$ cat config.mk
export PLATFORM = sky130hd
export DESIGN_NAME = instr_decode_unit
export DESIGN_NICKNAME = d
export VERILOG_FILES = /design/src/rtl/idu_pkg.sv /design/src/rtl/idu_imm.sv /design/src/rtl/idu_ctrl.sv /design/src/rtl/instr_decode_unit.sv
export SDC_FILE = /design/constraint.sdc
export NUM_CORES = 1
export LEC_CHECK = 0
export BUFFER_PORTS_ARGS = -buffer_cell sky130_fd_sc_hd__buf_4
export CORE_ASPECT_RATIO = 1.1
export CORE_MARGIN = 4
export CORE_UTILIZATION = 25
export CTS_CLUSTER_SIZE = 25
export DETAILED_ROUTE_END_ITERATION = 10
export PLACE_DENSITY = 0.45
export SYNTH_ARGS = -nofsm -noshare
export SYNTH_HDL_FRONTEND = slang
export SYNTH_HIERARCHICAL = 1
export SYNTH_SLANG_ARGS = --single-unit
$ cat constraint.sdc
create_clock -name clk -period 2.75 [get_ports clk]
set_input_delay 0.55 -clock clk [delete_from_list [all_inputs] [get_ports clk]]
set_output_delay 0.55 -clock clk [all_outputs]
set_load 0.01 [all_outputs]
$ cat src/rtl/idu_pkg.sv
package idu_pkg;

  localparam logic [6:0] OPC_LOAD   = 7'b0000011;
  localparam logic [6:0] OPC_OPIMM  = 7'b0010011;
  localparam logic [6:0] OPC_AUIPC  = 7'b0010111;
  localparam logic [6:0] OPC_STORE  = 7'b0100011;
  localparam logic [6:0] OPC_OP     = 7'b0110011;
  localparam logic [6:0] OPC_LUI    = 7'b0110111;
  localparam logic [6:0] OPC_BRANCH = 7'b1100011;
  localparam logic [6:0] OPC_JALR   = 7'b1100111;
  localparam logic [6:0] OPC_JAL    = 7'b1101111;
  localparam logic [6:0] OPC_SYSTEM = 7'b1110011;
  localparam logic [31:0] WORD_BREAK = 32'h0010_0073;

  typedef enum logic [1:0] {PC_SEQ = 2'd0, PC_REL = 2'd1, PC_ALU = 2'd2} pc_sel_e;
  typedef enum logic [1:0] {RD_ALU = 2'd0, RD_MEM = 2'd1, RD_LINK = 2'd2} rd_sel_e;
  typedef enum logic [1:0] {A_RS1 = 2'd0, A_PC = 2'd1, A_ZERO = 2'd2} a_sel_e;
  typedef enum logic [0:0] {B_RS2 = 1'b0, B_IMM = 1'b1} b_sel_e;
  typedef enum logic [2:0] {
    OP_ADD = 3'd0, OP_SHL = 3'd1, OP_LT = 3'd2, OP_XOR = 3'd4,
    OP_SHR = 3'd5, OP_OR = 3'd6, OP_AND = 3'd7
  } alu_op_e;
  typedef enum logic [1:0] {SZ_BYTE = 2'd0, SZ_HALF = 2'd1, SZ_WORD = 2'd2} mem_size_e;
  typedef enum logic [2:0] {
    IMM_NONE = 3'd0, IMM_I = 3'd1, IMM_S = 3'd2, IMM_B = 3'd3, IMM_J = 3'd4, IMM_U = 3'd5
  } imm_fmt_e;

  typedef struct packed {
    logic      rd_we;
    rd_sel_e   rd_sel;
    a_sel_e    a_sel;
    b_sel_e    b_sel;
    alu_op_e   op;
    logic      sgn;
    logic      neg;
    logic      inc;
    logic      mem_we;
    mem_size_e size;
    logic      sext;
    pc_sel_e   pc_sel;
    logic      branch;
    logic      zinv;
    logic      ebreak;
  } ctrl_t;

endpackage

$ cat src/rtl/idu_imm.sv
module idu_imm
  import idu_pkg::*;
#(
  parameter int XLEN = 32,
  parameter int ILEN = 32
) (
  input  logic [ILEN-1:7] instr_i,
  input  imm_fmt_e        fmt_i,
  output logic [XLEN-1:0] imm_o
);
  localparam int TOP = ILEN - 1;

  logic [31:0] raw;

  always_comb begin
    unique case (fmt_i)
      IMM_I:   raw = {{20{instr_i[TOP]}}, instr_i[31:20]};
      IMM_S:   raw = {{20{instr_i[TOP]}}, instr_i[31:25], instr_i[11:7]};
      IMM_B:   raw = {{19{instr_i[TOP]}}, instr_i[31], instr_i[7], instr_i[30:25],
                      instr_i[11:8], 1'b0};
      IMM_J:   raw = {{11{instr_i[TOP]}}, instr_i[31], instr_i[19:12], instr_i[20],
                      instr_i[30:21], 1'b0};
      IMM_U:   raw = {instr_i[31:12], 12'h000};
      default: raw = 32'h0;
    endcase
  end

  assign imm_o = XLEN'($signed(raw));
endmodule

$ cat src/rtl/idu_ctrl.sv
module idu_ctrl
  import idu_pkg::*;
#(
  parameter int ILEN = 32
) (
  input  logic [ILEN-1:0] instr_i,
  output ctrl_t           ctrl_o,
  output imm_fmt_e        fmt_o
);
  logic [6:0] opc;
  logic [2:0] f3;
  logic [6:0] f7;
  logic       alt;
  logic       f7_ok;
  logic       bad;
  ctrl_t      c;
  imm_fmt_e   fmt;

  assign opc   = instr_i[6:0];
  assign f3    = instr_i[14:12];
  assign f7    = instr_i[31:25];
  assign alt   = (f7 == 7'b0100000);
  assign f7_ok = (f7 == 7'b0000000) || alt;

  // shared ALU field mapping for the register and immediate opcodes
  function automatic ctrl_t alu_map(input ctrl_t base, input logic [2:0] fn,
                                    input logic is_sub, input logic is_alt);
    ctrl_t r;
    r = base;
    case (fn)
      3'b000: begin r.op = OP_ADD; r.neg = is_sub; r.inc = is_sub; end
      3'b001: r.op = OP_SHL;
      3'b010: begin r.op = OP_LT; r.sgn = 1'b1; r.neg = 1'b1; r.inc = 1'b1; end
      3'b011: begin r.op = OP_LT; r.neg = 1'b1; r.inc = 1'b1; end
      3'b100: r.op = OP_XOR;
      3'b101: begin r.op = OP_SHR; r.sgn = is_alt; end
      3'b110: r.op = OP_OR;
      default: r.op = OP_AND;
    endcase
    return r;
  endfunction

  always_comb begin
    c   = '0;
    fmt = IMM_NONE;
    bad = 1'b0;
    case (opc)
      OPC_OP: begin
        c.rd_we = 1'b1;
        c       = alu_map(c, f3, alt, alt);
        bad     = !f7_ok || (alt && (f3 != 3'b000) && (f3 != 3'b101));
      end
      OPC_OPIMM: begin
        c.rd_we = 1'b1;
        c.b_sel = B_IMM;
        fmt     = IMM_I;
        c       = alu_map(c, f3, 1'b0, alt);
        bad     = ((f3 == 3'b001) && (f7 != 7'b0)) || ((f3 == 3'b101) && !f7_ok);
      end
      OPC_LOAD: begin
        c.rd_we  = 1'b1;
        c.rd_sel = RD_MEM;
        c.b_sel  = B_IMM;
        c.size   = mem_size_e'(f3[1:0]);
        c.sext   = !f3[2];
        fmt      = IMM_I;
        bad      = (f3[1:0] == 2'b11) || (f3[2] && f3[1]);
      end
      OPC_STORE: begin
        c.mem_we = 1'b1;
        c.b_sel  = B_IMM;
        c.size   = mem_size_e'(f3[1:0]);
        fmt      = IMM_S;
        bad      = f3[2] || (f3[1:0] == 2'b11);
      end
      OPC_BRANCH: begin
        c.branch = 1'b1;
        c.pc_sel = PC_REL;
        c.op     = f3[2] ? OP_LT : OP_ADD;
        c.sgn    = f3[2] && !f3[1];
        c.neg    = 1'b1;
        c.inc    = 1'b1;
        c.zinv   = f3[0] ^ f3[2];
        fmt      = IMM_B;
        bad      = (f3[2:1] == 2'b01);
      end
      OPC_JAL: begin
        c.rd_we  = 1'b1;
        c.rd_sel = RD_LINK;
        c.a_sel  = A_PC;
        c.b_sel  = B_IMM;
        c.pc_sel = PC_REL;
        fmt      = IMM_J;
      end
      OPC_JALR: begin
        c.rd_we  = 1'b1;
        c.rd_sel = RD_LINK;
        c.b_sel  = B_IMM;
        c.pc_sel = PC_ALU;
        fmt      = IMM_I;
        bad      = (f3 != 3'b000);
      end
      OPC_AUIPC: begin
        c.rd_we = 1'b1;
        c.a_sel = A_PC;
        c.b_sel = B_IMM;
        fmt     = IMM_U;
      end
      OPC_LUI: begin
        c.rd_we = 1'b1;
        c.a_sel = A_ZERO;
        c.b_sel = B_IMM;
        fmt     = IMM_U;
      end
      OPC_SYSTEM: begin
        c.ebreak = (instr_i == WORD_BREAK);
        bad      = (instr_i != WORD_BREAK);
      end
      default: bad = 1'b1;
    endcase
    if (bad) begin
      c   = '0;
      fmt = IMM_NONE;
    end
  end

  assign ctrl_o = c;
  assign fmt_o  = fmt;
endmodule

$ cat src/rtl/instr_decode_unit.sv
module instr_decode_unit
  import idu_pkg::*;
#(
  parameter int XLEN = 32,
  parameter int ILEN = 32,
  parameter int RAW  = 5
) (
  input  logic            clk,
  input  logic            rst,
  input  logic [31:0]     instr_i,
  output logic [4:0]      rs1_o,
  output logic [4:0]      rs2_o,
  output logic [4:0]      rd_o,
  output logic            rd_we_o,
  output logic [1:0]      rd_sel_o,
  output logic [1:0]      alu_a_sel_o,
  output logic            alu_b_sel_o,
  output logic [2:0]      alu_op_o,
  output logic            alu_signed_o,
  output logic            alu_neg_b_o,
  output logic            alu_inc_o,
  output logic [31:0]     imm_o,
  output logic            mem_we_o,
  output logic [1:0]      mem_size_o,
  output logic            load_sext_o,
  output logic [1:0]      pc_sel_o,
  output logic            branch_o,
  output logic            zero_inv_o,
  output logic            ebreak_o
);
  localparam int RS1_LO = 15;
  localparam int RS2_LO = 20;
  localparam int RD_LO  = 7;

  ctrl_t           ctrl_d, ctrl_q;
  imm_fmt_e        fmt;
  logic [XLEN-1:0] imm_d, imm_q;
  logic [RAW-1:0]  rs1_q, rs2_q, rd_q;

  idu_ctrl #(.ILEN(ILEN)) u_ctrl (
    .instr_i (instr_i),
    .ctrl_o  (ctrl_d),
    .fmt_o   (fmt)
  );

  idu_imm #(.XLEN(XLEN), .ILEN(ILEN)) u_imm (
    .instr_i (instr_i[ILEN-1:7]),
    .fmt_i   (fmt),
    .imm_o   (imm_d)
  );

  always_ff @(posedge clk) begin
    if (rst) begin
      ctrl_q <= '0;
      imm_q  <= '0;
      rs1_q  <= '0;
      rs2_q  <= '0;
      rd_q   <= '0;
    end else begin
      ctrl_q <= ctrl_d;
      imm_q  <= imm_d;
      rs1_q  <= instr_i[RS1_LO +: RAW];
      rs2_q  <= instr_i[RS2_LO +: RAW];
      rd_q   <= instr_i[RD_LO +: RAW];
    end
  end

  assign rs1_o        = rs1_q;
  assign rs2_o        = rs2_q;
  assign rd_o         = rd_q;
  assign rd_we_o      = ctrl_q.rd_we;
  assign rd_sel_o     = ctrl_q.rd_sel;
  assign alu_a_sel_o  = ctrl_q.a_sel;
  assign alu_b_sel_o  = ctrl_q.b_sel;
  assign alu_op_o     = ctrl_q.op;
  assign alu_signed_o = ctrl_q.sgn;
  assign alu_neg_b_o  = ctrl_q.neg;
  assign alu_inc_o    = ctrl_q.inc;
  assign imm_o        = imm_q[31:0];
  assign mem_we_o     = ctrl_q.mem_we;
  assign mem_size_o   = ctrl_q.size;
  assign load_sext_o  = ctrl_q.sext;
  assign pc_sel_o     = ctrl_q.pc_sel;
  assign branch_o     = ctrl_q.branch;
  assign zero_inv_o   = ctrl_q.zinv;
  assign ebreak_o     = ctrl_q.ebreak;

  // ---------------- assertions ----------------
  logic live_q;
  logic known_opc;
  always_ff @(posedge clk) begin
    if (rst) live_q <= 1'b0;
    else     live_q <= 1'b1;
  end
  assign known_opc = instr_i[6:0] inside {OPC_LOAD, OPC_OPIMM, OPC_AUIPC, OPC_STORE,
                                          OPC_OP, OPC_LUI, OPC_BRANCH, OPC_JALR,
                                          OPC_JAL, OPC_SYSTEM};

  assert_reset_clear_R1: assert property (@(posedge clk) disable iff (rst)
    !live_q |-> (!rd_we_o && !mem_we_o && pc_sel_o == 2'd0 && imm_o == 32'h0));

  assert_fields_pass_R2: assert property (@(posedge clk) disable iff (rst)
    live_q |-> (rs1_o == $past(instr_i[19:15]) && rd_o == $past(instr_i[11:7])));

  assert_pcrel_even_R3: assert property (@(posedge clk) disable iff (rst)
    (pc_sel_o == 2'd1) |-> (imm_o[0] == 1'b0));

  assert_store_only_R7: assert property (@(posedge clk) disable iff (rst)
    mem_we_o |-> (!rd_we_o && pc_sel_o == 2'd0 && !branch_o));

  assert_branch_shape_R8: assert property (@(posedge clk) disable iff (rst)
    branch_o |-> (pc_sel_o == 2'd1 && !rd_we_o && alu_neg_b_o && alu_inc_o));

  assert_upper_low_R10: assert property (@(posedge clk) disable iff (rst)
    (alu_a_sel_o == 2'd2) |-> (imm_o[11:0] == 12'h000 && rd_we_o));

  assert_break_quiet_R11: assert property (@(posedge clk) disable iff (rst)
    ebreak_o |-> (!rd_we_o && !mem_we_o && pc_sel_o == 2'd0 && !branch_o));

  assert_unknown_nop_R12: assert property (@(posedge clk) disable iff (rst)
    (live_q && !$past(known_opc)) |-> (!rd_we_o && !mem_we_o && pc_sel_o == 2'd0
                                        && !branch_o && !ebreak_o));
endmodule

# After elaboration in Yosys (flattened, before gate mapping)

Index checks and enable logic that the tools add are counted.

Bits in registers: 68
Bits of input ports: 34
Word-level logic and storage cells: 101

Equality and inequality tests: 27
Multiplexer cells: 17
Bitwise logic cells: 5
Reductions and logical operators: 33

Operator list:

| kind                                                                      | count |
|---|---|
| 32-bit case mux with 5 select lines                                       | 1 |
| 32-bit by 21-bit equality test with 1-bit output, second input constant   | 1 |
| 32-bit by 21-bit inequality test with 1-bit output, second input constant | 1 |
| 7-bit by 6-bit equality test with 1-bit output, second input constant     | 4 |
| 7-bit equality test, second input constant                                | 4 |
| 3-bit case mux with 6 select lines                                        | 1 |
| 6-bit case mux with 3 select lines                                        | 1 |
| 3-bit OR reduction                                                        | 6 |
| 2-bit case mux with 2 select lines                                        | 4 |
| 3-bit equality test, second input constant                                | 5 |
| 3-bit case mux with 5 select lines                                        | 1 |
| 7-bit by 5-bit equality test with 1-bit output, second input constant     | 2 |
| 2-bit OR reduction                                                        | 7 |
| 7-bit OR reduction                                                        | 2 |
| 3-bit by 2-bit equality test with 1-bit output, second input constant     | 4 |
| 1-bit case mux with 8 select lines                                        | 1 |
| 7-bit by 2-bit equality test with 1-bit output, second input constant     | 1 |
| 7-bit zero test                                                           | 1 |
| 7-bit nonzero test                                                        | 1 |
| 3-bit by 1-bit equality test with 1-bit output, second input constant     | 2 |
| 1-bit logical AND                                                         | 6 |
| 2-bit 2-to-1 mux                                                          | 3 |
| 1-bit logical OR                                                          | 5 |
| 1-bit NOT                                                                 | 4 |
| other kinds (10)                                                          | 14 |

# Logic depth before layout (Yosys ltp)

Gate-level depths: netlist of run 1.

Depth after elaboration: 9
Depth in mapped cells: 13
Gate-level depth less buffers: 9

# Cells and area by module

The synthesis of run 1 kept the hierarchy.

Modules (own cells, without submodules):

| module            | times used | cells an instance | area an instance (um2) | seq. area each (um2) |
|---|---|---|---|---|
| instr_decode_unit | 1          | 143               | 1,836.8                | 1,361.3 |
| idu_ctrl          | 1          | 103               | 655.6                  | 0.0 |
| idu_imm           | 1          | 64                | 442.9                  | 0.0 |

# Least setup slack after synthesis of run 1

No wires, ideal clock.

Kind: in2reg
Start point: input instr_i[25]
End point: register imm_q[20], in the netlist imm_o[20]
Arrival: 2,780 ps
Required time: 2,636 ps
Slack: -143 ps
Stages: 11
Path buffers: 2
Cells stage by stage: nor4_4 a211oi_1 nor4_2 o21ai_2 nor4b_1 buf_2 nor3b_1 o21a_1 buf_6 a311o_1 nor2b_1

Word-level cells in the longest chain between the ends: 9

Ends and longest elaborated chain:

| item                                                                                     | line                           | RTL |
|---|---|---|
| from (decl)                                                                              | instr_decode_unit.sv:10        | `input logic [31:0] instr_i,` |
| 7-bit by 6-bit equality test with 1-bit output / 7-bit zero test (equally long branches) | idu_ctrl.sv:22, idu_ctrl.sv:23 |  |
| 1-bit logical OR                                                                         | idu_ctrl.sv:23                 | `assign f7_ok = (f7 == 7'b0000000) \|\| alt;` |
| 1-bit zero test                                                                          | idu_ctrl.sv:51, idu_ctrl.sv:58 |  |
| 1-bit logical AND                                                                        | idu_ctrl.sv:58                 | `bad = ((f3 == 3'b001) && (f7 != 7'b0)) \|\| ((f3 == 3'b101) && !f7_ok);` |
| 1-bit logical OR                                                                         | idu_ctrl.sv:58                 |  |
| 1-bit case mux with 8 select lines (*)                                                   | idu_ctrl.sv:47                 | `case (opc)` |
| 3-bit 2-to-1 mux (*)                                                                     | idu_ctrl.sv:121                | `if (bad) begin` |
| net fmt[1]                                                                               | instr_decode_unit.sv:36        | `imm_fmt_e fmt;` |
| 3-bit equality test (tied with other cells)                                              | idu_imm.sv:16                  | `unique case (fmt_i)` |
| 32-bit case mux with 5 select lines (*)                                                  | idu_imm.sv:16                  |  |
| net imm_d[20]                                                                            | instr_decode_unit.sv:37        | `logic [XLEN-1:0] imm_d, imm_q;` |
| to (signal assigned)                                                                     | instr_decode_unit.sv:61        | `imm_q <= imm_d;` |
| to (decl)                                                                                | instr_decode_unit.sv:37        |  |

The timed path passes the listed nets; every way through them passes the cells marked *.
A chain may end at the register's enable or synchronous reset.

# Final worst setup path of run 1

Start point: input instr_i[6]
End point: register imm_q[19], in the netlist imm_o[19]

Word-level cells in the longest chain between the ends: 6

Ends and longest elaborated chain:

| item                                                                                            | line |
|---|---|
| 7-bit by 5-bit equality test with 1-bit output (tied with other cells)                          | idu_ctrl.sv:47 |
| 3-bit OR reduction (no source line) / 2-bit OR reduction (equally long branches)                | - |
| 1-bit case mux with 8 select lines / 3-bit case mux with 5 select lines (equally long branches) | idu_ctrl.sv:47 |
| 3-bit 2-to-1 mux (*)                                                                            | idu_ctrl.sv:121 |
| net fmt[1]                                                                                      | instr_decode_unit.sv:36 |
| 3-bit equality test (tied with other cells)                                                     | idu_imm.sv:16 |
| 32-bit case mux with 5 select lines (*)                                                         | idu_imm.sv:16 |
| net imm_d[19]                                                                                   | instr_decode_unit.sv:37 |

Marks and branches as above.

==> out/qor.csv, run 1 <==
stage,metric,value,unit
placed_design,placed inst area,4270,um2
power,worst vdd ir,0.000214,V
timing,WHS,0.491,ns
setup_path,worst path required time,2.95,ns
synth,post-synthesis sequential area ratio,0.464,
detailed_routing,vias per inst,4.38,
timing,max-slew violations,0,
detailed_routing,final wirelength,9.25,mm
timing,final hold violations,0,
layout,final instance area,4730,um2
clocking,CTS H-tree lvls,3,
setup_path,WS Path Type,in2reg,
detailed_routing,DRC,0,
global_route,largest net degree at the start of global routing,69,
status,outcome,finished clean,
global_route,vias in the first global route,2808,
detailed_routing,via count,2773,
floorplan,die span in y,122,um
setup_path,crit-path max FO,7,
synth,Synth top area share,0.464,
hold_path,Hold WC Path Type,in2reg,
placed_design,dpl hpwl,6.92,mm
setup_path,Crit. End Element,flip-flop,
synth,Syn Area/Cell,9.47,um2
timing,worst slew pin tran,0.709,ns
layout,"commonest cells after routing, fill and taps aside","buf_4 (176), nor2b_1 (68), dfxtp_1 (68), nand2_1 (16), o21ai_0 (14)",
hold_path,worst hold stages,2,
layout,Layout area overhead,61.1,%
floorplan,Die ar.,13500,um2
synth,library cells used by synthesis,43,
clocking,total CTS buffers,9,
synth,Post-synth EDFFs,0,
synth,Syn Nets,344,
synth,share of flip-flops with an asynchronous set or reset,0,
detailed_routing,initial drt markers,164,
timing,Final setup viols,0,
layout,ratio of cells with drive above 1 in the final layout,0.451,
detailed_routing,drt pass-1 iters,4,
placed_design,pre-CTS WS,-0.484,ns
synth,Netlist Area Pre-Place,2940,um2
power,power density over cell area,513,nW/um2
clocking,CTS tree,built,
floorplan,I/O pin count,102,
clocking,register clock-pin slew on the reported worst setup and hold paths,0.05,ns
power,Pleak,0.00214,uW
synth,Synth area leader,dfxtp_1,
clocking,Clock Sinks,68,
clocking,clk buf depth,2,
timing,Max-slew headroom,0.528,
power,Power Total,2420,uW
floorplan,row count,41,
synth,"Top FF cell, synth",dfxtp_1,
job,Max-Cap Viols,0,
synth,Post-Syn Instances,310,
timing,crit share post-route,0.948,
floorplan,area of the core,11500,um2
layout,fin nets,512,
placed_design,PortBufs,101,
synth,"flops & latches, synth",68,
layout,"commonest non-fill, non-tap cell in the layout",buf_4,
setup_path,critical path arrival,2.81,ns
global_route,GRT Util Overall,0.138,
placed_design,placed cells,608,
synth,yosys warns,6,
layout,antenna cells,0,
global_route,GRT Residual Overflow,0,
global_route,first-pass GRT wire length,14.6,mm
floorplan,die width,111,um
global_route,initial antenna violation count,0,
detailed_routing,post-route ant nets,0,
detailed_routing,WL/cell,14.6,um
timing,fmax,384,MHz
timing,PnR worst setup slack,0.143,ns
timing,RSZ-0062 raised after global routing,true,
floorplan,Initial Utilization,0.255,
setup_path,Worst setup SP type,input pin,
clocking,Root Driver,clkbuf_16,
timing,Period minus WS final,2.61,ns
placed_design,global placer's final weighted congestion,0.928,
clocking,hold buffers post-CTS,0,
synth,Synth area leaders,"dfxtp_1 (46%), nor2b_1 (15%), a311o_1 (3.8%), o21ai_0 (2.4%), buf_6 (2.3%)",
layout,non-filler cells in the finished layout,633,
==> synthesized netlist by cell type (2+ instances only) <==
cell type  count
nor2b_1       72
dfxtp_1       68
nand2_1       16
o21ai_0       14
a311o_1       11
buf_2         11
nor2_1        11
a21o_1         8
nor3_1         8
nor4_1         8
and2_1         7
buf_6          6
nor4b_1        6
nand2b_1       5
nand3_1        5
a211oi_1       4
a21oi_1        4
clkbuf_1       4
inv_1          4
and3b_1        3
buf_4          3
nand3b_1       3
nor3_2         3
and3_1         2
nor3b_1        2
o211ai_1       2
o21a_1         2
xnor2_1        2
xor2_1         2
==> stage by stage <==
step,utilization,setup TNS (ns)
global route,0.411,-0.0660
floorplan,-,-0.363
finish,0.411,0
global placement,0.371,-10.41
detailed placement,0.371,-12.00
CTS,0.400,0
==> final cells by class <==
cell class,count,area [um2]
sequential,68,1360
tap,150,188
clock buffer,10,239
clock inverter,6,62.6
inverter,4,15.0
multi-input combinational,215,1500
fill,1194,6760
timing repair buffer,180,1370
==> metal layers <==
metal  share of wire  global-route usage  wire (um)  vias to the layer above
li1                -                   -          -                     1415
met1            0.46               0.182       4250                     1267
met2            0.47               0.208       4330                       74
met3           0.049              0.0383        453                       17
met4           0.023              0.0662        214                        0
met5               0                   0          0                        -
==> cells by family (layout without fill, tap and decap cells) <==
group	after synthesis	count (layout)	synth area share
flops	68	68	0.464
buf+inv	28	200	0.0597
simple gates	157	157	0.330
xor+xnor	4	4	0.0119
compound gates	51	52	0.127
mux	2	2	0.00725
==> critical path, cell delays in order <==
cell and delay (ns):
buf_4 0.12, or4_1 0.52, o21ai_0 0.29, nor4_2 0.10, o21ai_2 0.14, nor4b_4 0.09
buf_6 0.15, nor2_1 0.30, nor3b_2 0.10, buf_4 0.17, a21o_1 0.14, nor2b_2 0.14
==> sequential cells by signal (all words and copies together) (netlist names) <==
name	cells
imm_o	32
rd_o	5
rs1_o	5
rs2_o	5
alu_op_o	3
alu_a_sel_o	2
mem_size_o	2
pc_sel_o	2
rd_sel_o	2
alu_b_sel_o	1
alu_inc_o	1
alu_neg_b_o	1
alu_signed_o	1
branch_o	1
ebreak_o	1
load_sext_o	1
mem_we_o	1
rd_we_o	1
zero_inv_o	1
==> worst paths after layout <==
path / startpoint / endpoint / slack [ns]
max: instr_i[6] / imm_o[19] / 0.14
min: instr_i[24] / rs2_o[4] / 0.49
==> report_power, final <==
group	internal (uW)	switching, uW
logic	137	124
clock network	725	432
registers	1000	4.31
==> what timing repair did <==
action                                 in CTS  in global routing
resized for setup                           4                 18
pin swaps                                   1                 19
setup endpoints to repair                  26                 27
endpoints found under the hold margin       0                  0
cloned                                      0                  1
setup buffers                               1                  7
Note: power is estimated with default switching activity, not from simulation.
==> inputs of run 2 (changes only) <==
- SETUP_SLACK_MARGIN: not set -> 0.4
==> run 2 against run 1 <==
Net effect:
- cell area is 0.16% lower
- highest routed layer unchanged
- maximum frequency rose by 0.27%
- final cell count shrank 2.1%
- critical endpoint is now imm_o[27]
- non-clock buffer count shrank 13
- sequential power hardly changed
==> out/qor.csv, run 2 (synthesized netlist as in run 1, its figures left out) <==
stage,metric,value,unit
timing,Max-slew headroom,0.541,
global_route,first-pass GRT wire length,15.0,mm
floorplan,I/O pin count,102,
global_route,largest net degree at the start of global routing,69,
layout,Sequential Area,1360,um2
power,combinational share of power,0.110,
placed_design,placed cells,592,
layout,Filler Cell Count,1218,
setup_path,critical path arrival,2.79,ns
power,Seq pwr share,0.440,
floorplan,Initial Utilization,0.255,
timing,TNS Setup,0,ns
timing,WHS,0.461,ns
clocking,CTS tree,built,
setup_path,crit-path max FO,6,
timing,crit share post-route,0.945,
global_route,vias in the first global route,2906,
floorplan,Die ar.,13500,um2
timing,worst slew pin tran,0.688,ns
placed_design,dpl hpwl,6.90,mm
clocking,hold buffers post-CTS,0,
clocking,Root Driver,clkbuf_16,
detailed_routing,vias per inst,4.50,
layout,antenna cells,0,
setup_path,Worst setup SP type,input pin,
timing,fmax,385,MHz
clocking,CTS H-tree lvls,3,
power,Sw Ratio,0.231,
global_route,initial antenna violation count,0,
layout,non-filler cells in the finished layout,620,
clocking,register clock-pin slew on the reported worst setup and hold paths,0.05,ns
global_route,GRT Residual Overflow,0,
placed_design,global placer's final weighted congestion,0.794,
floorplan,die width,111,um
timing,max-slew violations,0,
clocking,clk buf depth,2,
floorplan,area of the core,11500,um2
detailed_routing,final wirelength,9.23,mm
job,Max-Cap Viols,0,
status,outcome,finished clean,
detailed_routing,drt pass-1 iters,4,
setup_path,worst path required time,2.94,ns
clocking,total CTS buffers,9,
detailed_routing,WL/cell,14.9,um
power,Pleak,0.00209,uW
layout,Multi-input gate area,1590,um2
timing,final hold violations,0,
floorplan,row count,41,
detailed_routing,via count,2790,
timing,Final setup viols,0,
power,P_int,1760,uW
power,power density over cell area,485,nW/um2
power,worst vdd ir,0.000240,V
detailed_routing,DRC,0,
layout,max FFs per register,32,
clocking,Clock Sinks,68,
detailed_routing,initial drt markers,96,
hold_path,Hold WC Path Type,in2reg,
setup_path,Crit. End Element,flip-flop,
floorplan,die span in y,122,um
global_route,GRT Util Overall,0.140,
layout,ratio of cells with drive above 1 in the final layout,0.451,
layout,fin nets,499,
detailed_routing,post-route ant nets,0,
timing,RSZ-0062 raised after global routing,true,
layout,"commonest non-fill, non-tap cell in the layout",buf_4,
power,Clk network pwr share,0.450,
placed_design,PortBufs,101,
layout,"commonest cells after routing, fill and taps aside","buf_4 (157), nor2b_1 (70), dfxtp_1 (68), nand2_1 (15), a311o_1 (11)",
timing,Period minus WS final,2.60,ns
layout,Layout area overhead,60.8,%
setup_path,WS Path Type,in2reg,
power,Net Switching,529,uW
==> run 2: worst max-delay path, stage by stage <==
cell and delay [ns]:
buf_8 0.10, nor4_4 0.30, buf_4 0.19, o211ai_1 0.09, a32oi_1 0.21, nor2_2 0.09
buf_4 0.15, nor4b_4 0.29, nor3b_2 0.12, o21a_4 0.24, a311o_1 0.32, nor2b_1 0.13
==> run 2: timing repair <==
action / CTS / global route
gates cloned: 1 / 0
resized for setup: 29 / 11
buffers inserted: 7 / 4
endpoints found under the setup margin: 31 / 33
pin swaps: 15 / 3
==> run 2: metrics by stage <==
step | setup WS, ns | instance area [um2] | power, uW | utilization
after CTS | 0.175 | 4640 | 2320 | 0.404
after global placement | -0.276 | 4190 | 1260 | 0.364
after detailed placement | -0.289 | 4190 | 1260 | 0.364
after global routing | 0.0576 | 4720 | 2390 | 0.411
after floorplan | 0.0234 | 3000 | 1130 | -
final | 0.150 | 4720 | 2290 | 0.411
==> run 2: worst paths after layout <==
path | startpoint | end | slack [ns] | cells past startpoint
worst min-delay path | instr_i[17] | rs1_o[2] | 0.46 | 2
worst max-delay path | instr_i[25] | imm_o[27] | 0.15 | 12
==> run 2: layout make-up <==
cell class	count	share of cell area
multi-input combinational	215	0.337
clock inverter	4	0.00530
clock buffer	12	0.0522
tap	150	0.0398
sequential	68	0.288
inverter	4	0.00318
timing repair buffer	167	0.274
==> run 2: per-layer routing <==
| layer | vias up | track usage | wire length, um |
|---|---|---|---|
| met5 | - | 0 | 0 |
| met4 | 0 | 0.0487 | 107 |
| met3 | 8 | 0.0422 | 521 |
| met2 | 78 | 0.237 | 4510 |
| met1 | 1323 | 0.170 | 4090 |
| li1 | 1381 | - | - |
==> run 2: power by group through the flow <==
stage / clock network, uW / logic [uW] / registers, uW
global route: 1110 / 272 / 1010
floorplan: 0 / 92.0 / 1040
detailed placement: 0 / 235 / 1030
global placement: 0 / 235 / 1030
CTS: 1060 / 248 / 1010
finish: 1030 / 251 / 1010
==> inputs of run 3 (changes only) <==
- GPL_TIMING_DRIVEN: not set -> 0
==> run 3 against run 2 <==
Net effect:
- cell area shrank 1.2%
- first-iteration DRC count shrank 40%
- sequential cell count is the same
- non-clock buffer count shrank 14
- worst hold slack is essentially flat
- via count shrank 2.6%
- clock-buffer cell count shrank 1
- clock power grew 5%
- largest power group unchanged
==> out/qor.csv, run 3 (synthesized netlist as in run 1, its figures left out) <==
stage,metric,value,unit
timing,max-slew violations,0,
layout,fin nets,484,
layout,Sequential Area,1360,um2
detailed_routing,drt pass-1 iters,5,
floorplan,area of the core,11500,um2
setup_path,critical path arrival,2.92,ns
job,Max-Cap Viols,0,
floorplan,die width,111,um
clocking,hold buffers post-CTS,0,
timing,Max-slew headroom,0.727,
power,Net Switching,519,uW
setup_path,Critical Path Start,instr_i[29],
setup_path,CP max-delay cell,nor4_2,
layout,Multi-input gate area,1590,um2
power,worst vdd ir,0.000237,V
layout,antenna cells,0,
hold_path,Hold WC Path Type,in2reg,
detailed_routing,WL/cell,16.0,um
floorplan,row count,41,
power,power density over cell area,498,nW/um2
detailed_routing,vias per inst,4.51,
setup_path,Crit. End Element,flip-flop,
timing,crit share post-route,0.984,
placed_design,pre-CTS WS,-0.616,ns
power,Seq pwr share,0.434,
timing,fmax,369,MHz
clocking,register clock-pin slew on the reported worst setup and hold paths,0.05,ns
clocking,CTS tree,built,
layout,"commonest cells after routing, fill and taps aside","buf_4 (122), dfxtp_1 (68), nor2b_1 (64), buf_6 (18), nand2_1 (16)",
clocking,total CTS buffers,9,
placed_design,PortBufs,99,
setup_path,Most common cell on crit path,buf_6,
setup_path,WS Path Type,in2reg,
layout,"commonest non-fill, non-tap cell in the layout",buf_4,
timing,Period minus WS final,2.71,ns
layout,Layout area overhead,58.8,%
clocking,Clock Sinks,68,
floorplan,Initial Utilization,0.255,
global_route,vias in the first global route,2906,
setup_path,CP Cell Sequence,buf_8 -> nor4_4 -> buf_4 -> a211oi_2 -> nor4_2 -> o21ai_4 -> nor4b_4 -> buf_6 -> nor3b_2 -> o21a_2 -> buf_6 -> a311o_1 -> nor2b_1,
clocking,clk buf depth,2,
detailed_routing,DRC,0,
detailed_routing,via count,2718,
detailed_routing,final wirelength,9.62,mm
floorplan,I/O pin count,102,
setup_path,"CP delay by family, top",simple AND/OR/NAND/NOR gates,
setup_path,WP buf/inv,4,
hold_path,Hold Startpoint,instr_i[17],
setup_path,Worst setup SP type,input pin,
setup_path,crit-path max FO,5,
power,combinational share of power,0.102,
timing,WHS,0.461,ns
timing,Final setup viols,0,
timing,final hold violations,0,
global_route,initial antenna violation count,0,
timing,PnR worst setup slack,0.0427,ns
floorplan,Die ar.,13500,um2
clocking,CTS H-tree lvls,3,
detailed_routing,initial drt markers,58,
placed_design,global placer's final weighted congestion,0.837,
layout,max FFs per register,32,
power,Pleak,0.00203,uW
placed_design,dpl hpwl,6.96,mm
timing,TNS Setup,0,ns
timing,worst slew pin tran,0.410,ns
clocking,Root Driver,clkbuf_16,
global_route,GRT Util Overall,0.142,
layout,ratio of cells with drive above 1 in the final layout,0.448,
setup_path,Worst path max stage delay,0.38,ns
layout,Finished Core Util,0.406,
power,Clk network pwr share,0.464,
detailed_routing,post-route ant nets,0,
status,outcome,finished clean,
global_route,largest net degree at the start of global routing,11,
setup_path,worst path required time,2.96,ns
timing,RSZ-0062 raised after global routing,true,
power,Sw Ratio,0.224,
global_route,GRT Residual Overflow,0,
power,P_int,1800,uW
global_route,first-pass GRT wire length,15.0,mm
layout,Filler Cell Count,1192,
floorplan,die span in y,122,um
## run 3: cell count changes in the layout (fill, tap and decap cells not counted), moves of 3 or more
cell and change:
buf_6 +9, buf_4 -35, buf_2 +5, nor2b_4 +5
clkbuf_2 +3, nor2b_1 -6
## run 3: through the flow
step	std cells	total power (uW)	instance area (um2)
final	603	2320	4660
after global routing	603	2420	4660
after CTS	600	2350	4530
after detailed placement	559	1240	3930
after global placement	559	1240	3930
after floorplan	310	1130	3000
## run 3: area by class of cell
cell class / instances / share of cell area
buffer: 24 / 0.0440
clock buffer: 11 / 0.0499
clock inverter: 3 / 0.00859
timing repair buffer: 129 / 0.220
tap: 150 / 0.0403
multi-input combinational: 214 / 0.342
sequential: 68 / 0.292
inverter: 4 / 0.00322
## run 3: repair_timing
item,CTS,global route
gates cloned,2,0
gates resized for setup,32,29
setup buffers,25,3
setup endpoints to repair,33,33
pin swaps,20,7
## run 3: final timing paths
| path | endpoint | slack (ns) | cells past startpoint |
|---|---|---|---|
| max | imm_o[25] | 0.04 | 13 |
| min | rs1_o[2] | 0.46 | 2 |
## run 3: power groups by stage
stage	registers, uW	clock network (uW)	logic [uW]
2_1_floorplan	1040	0	92.0
3_3_place_gp	1030	0	211
3_5_place_dp	1030	0	210
4_1_cts	1010	1110	230
5_1_grt	1010	1160	255
6_report	1010	1080	237
## run 3: per-layer routing
metal,up-vias,part of all wire,GRT usage
li1,1349,-,-
met4,0,0.010,0.0456
met5,-,0,0
met3,10,0.054,0.0427
met1,1282,0.43,0.166
met2,77,0.50,0.251
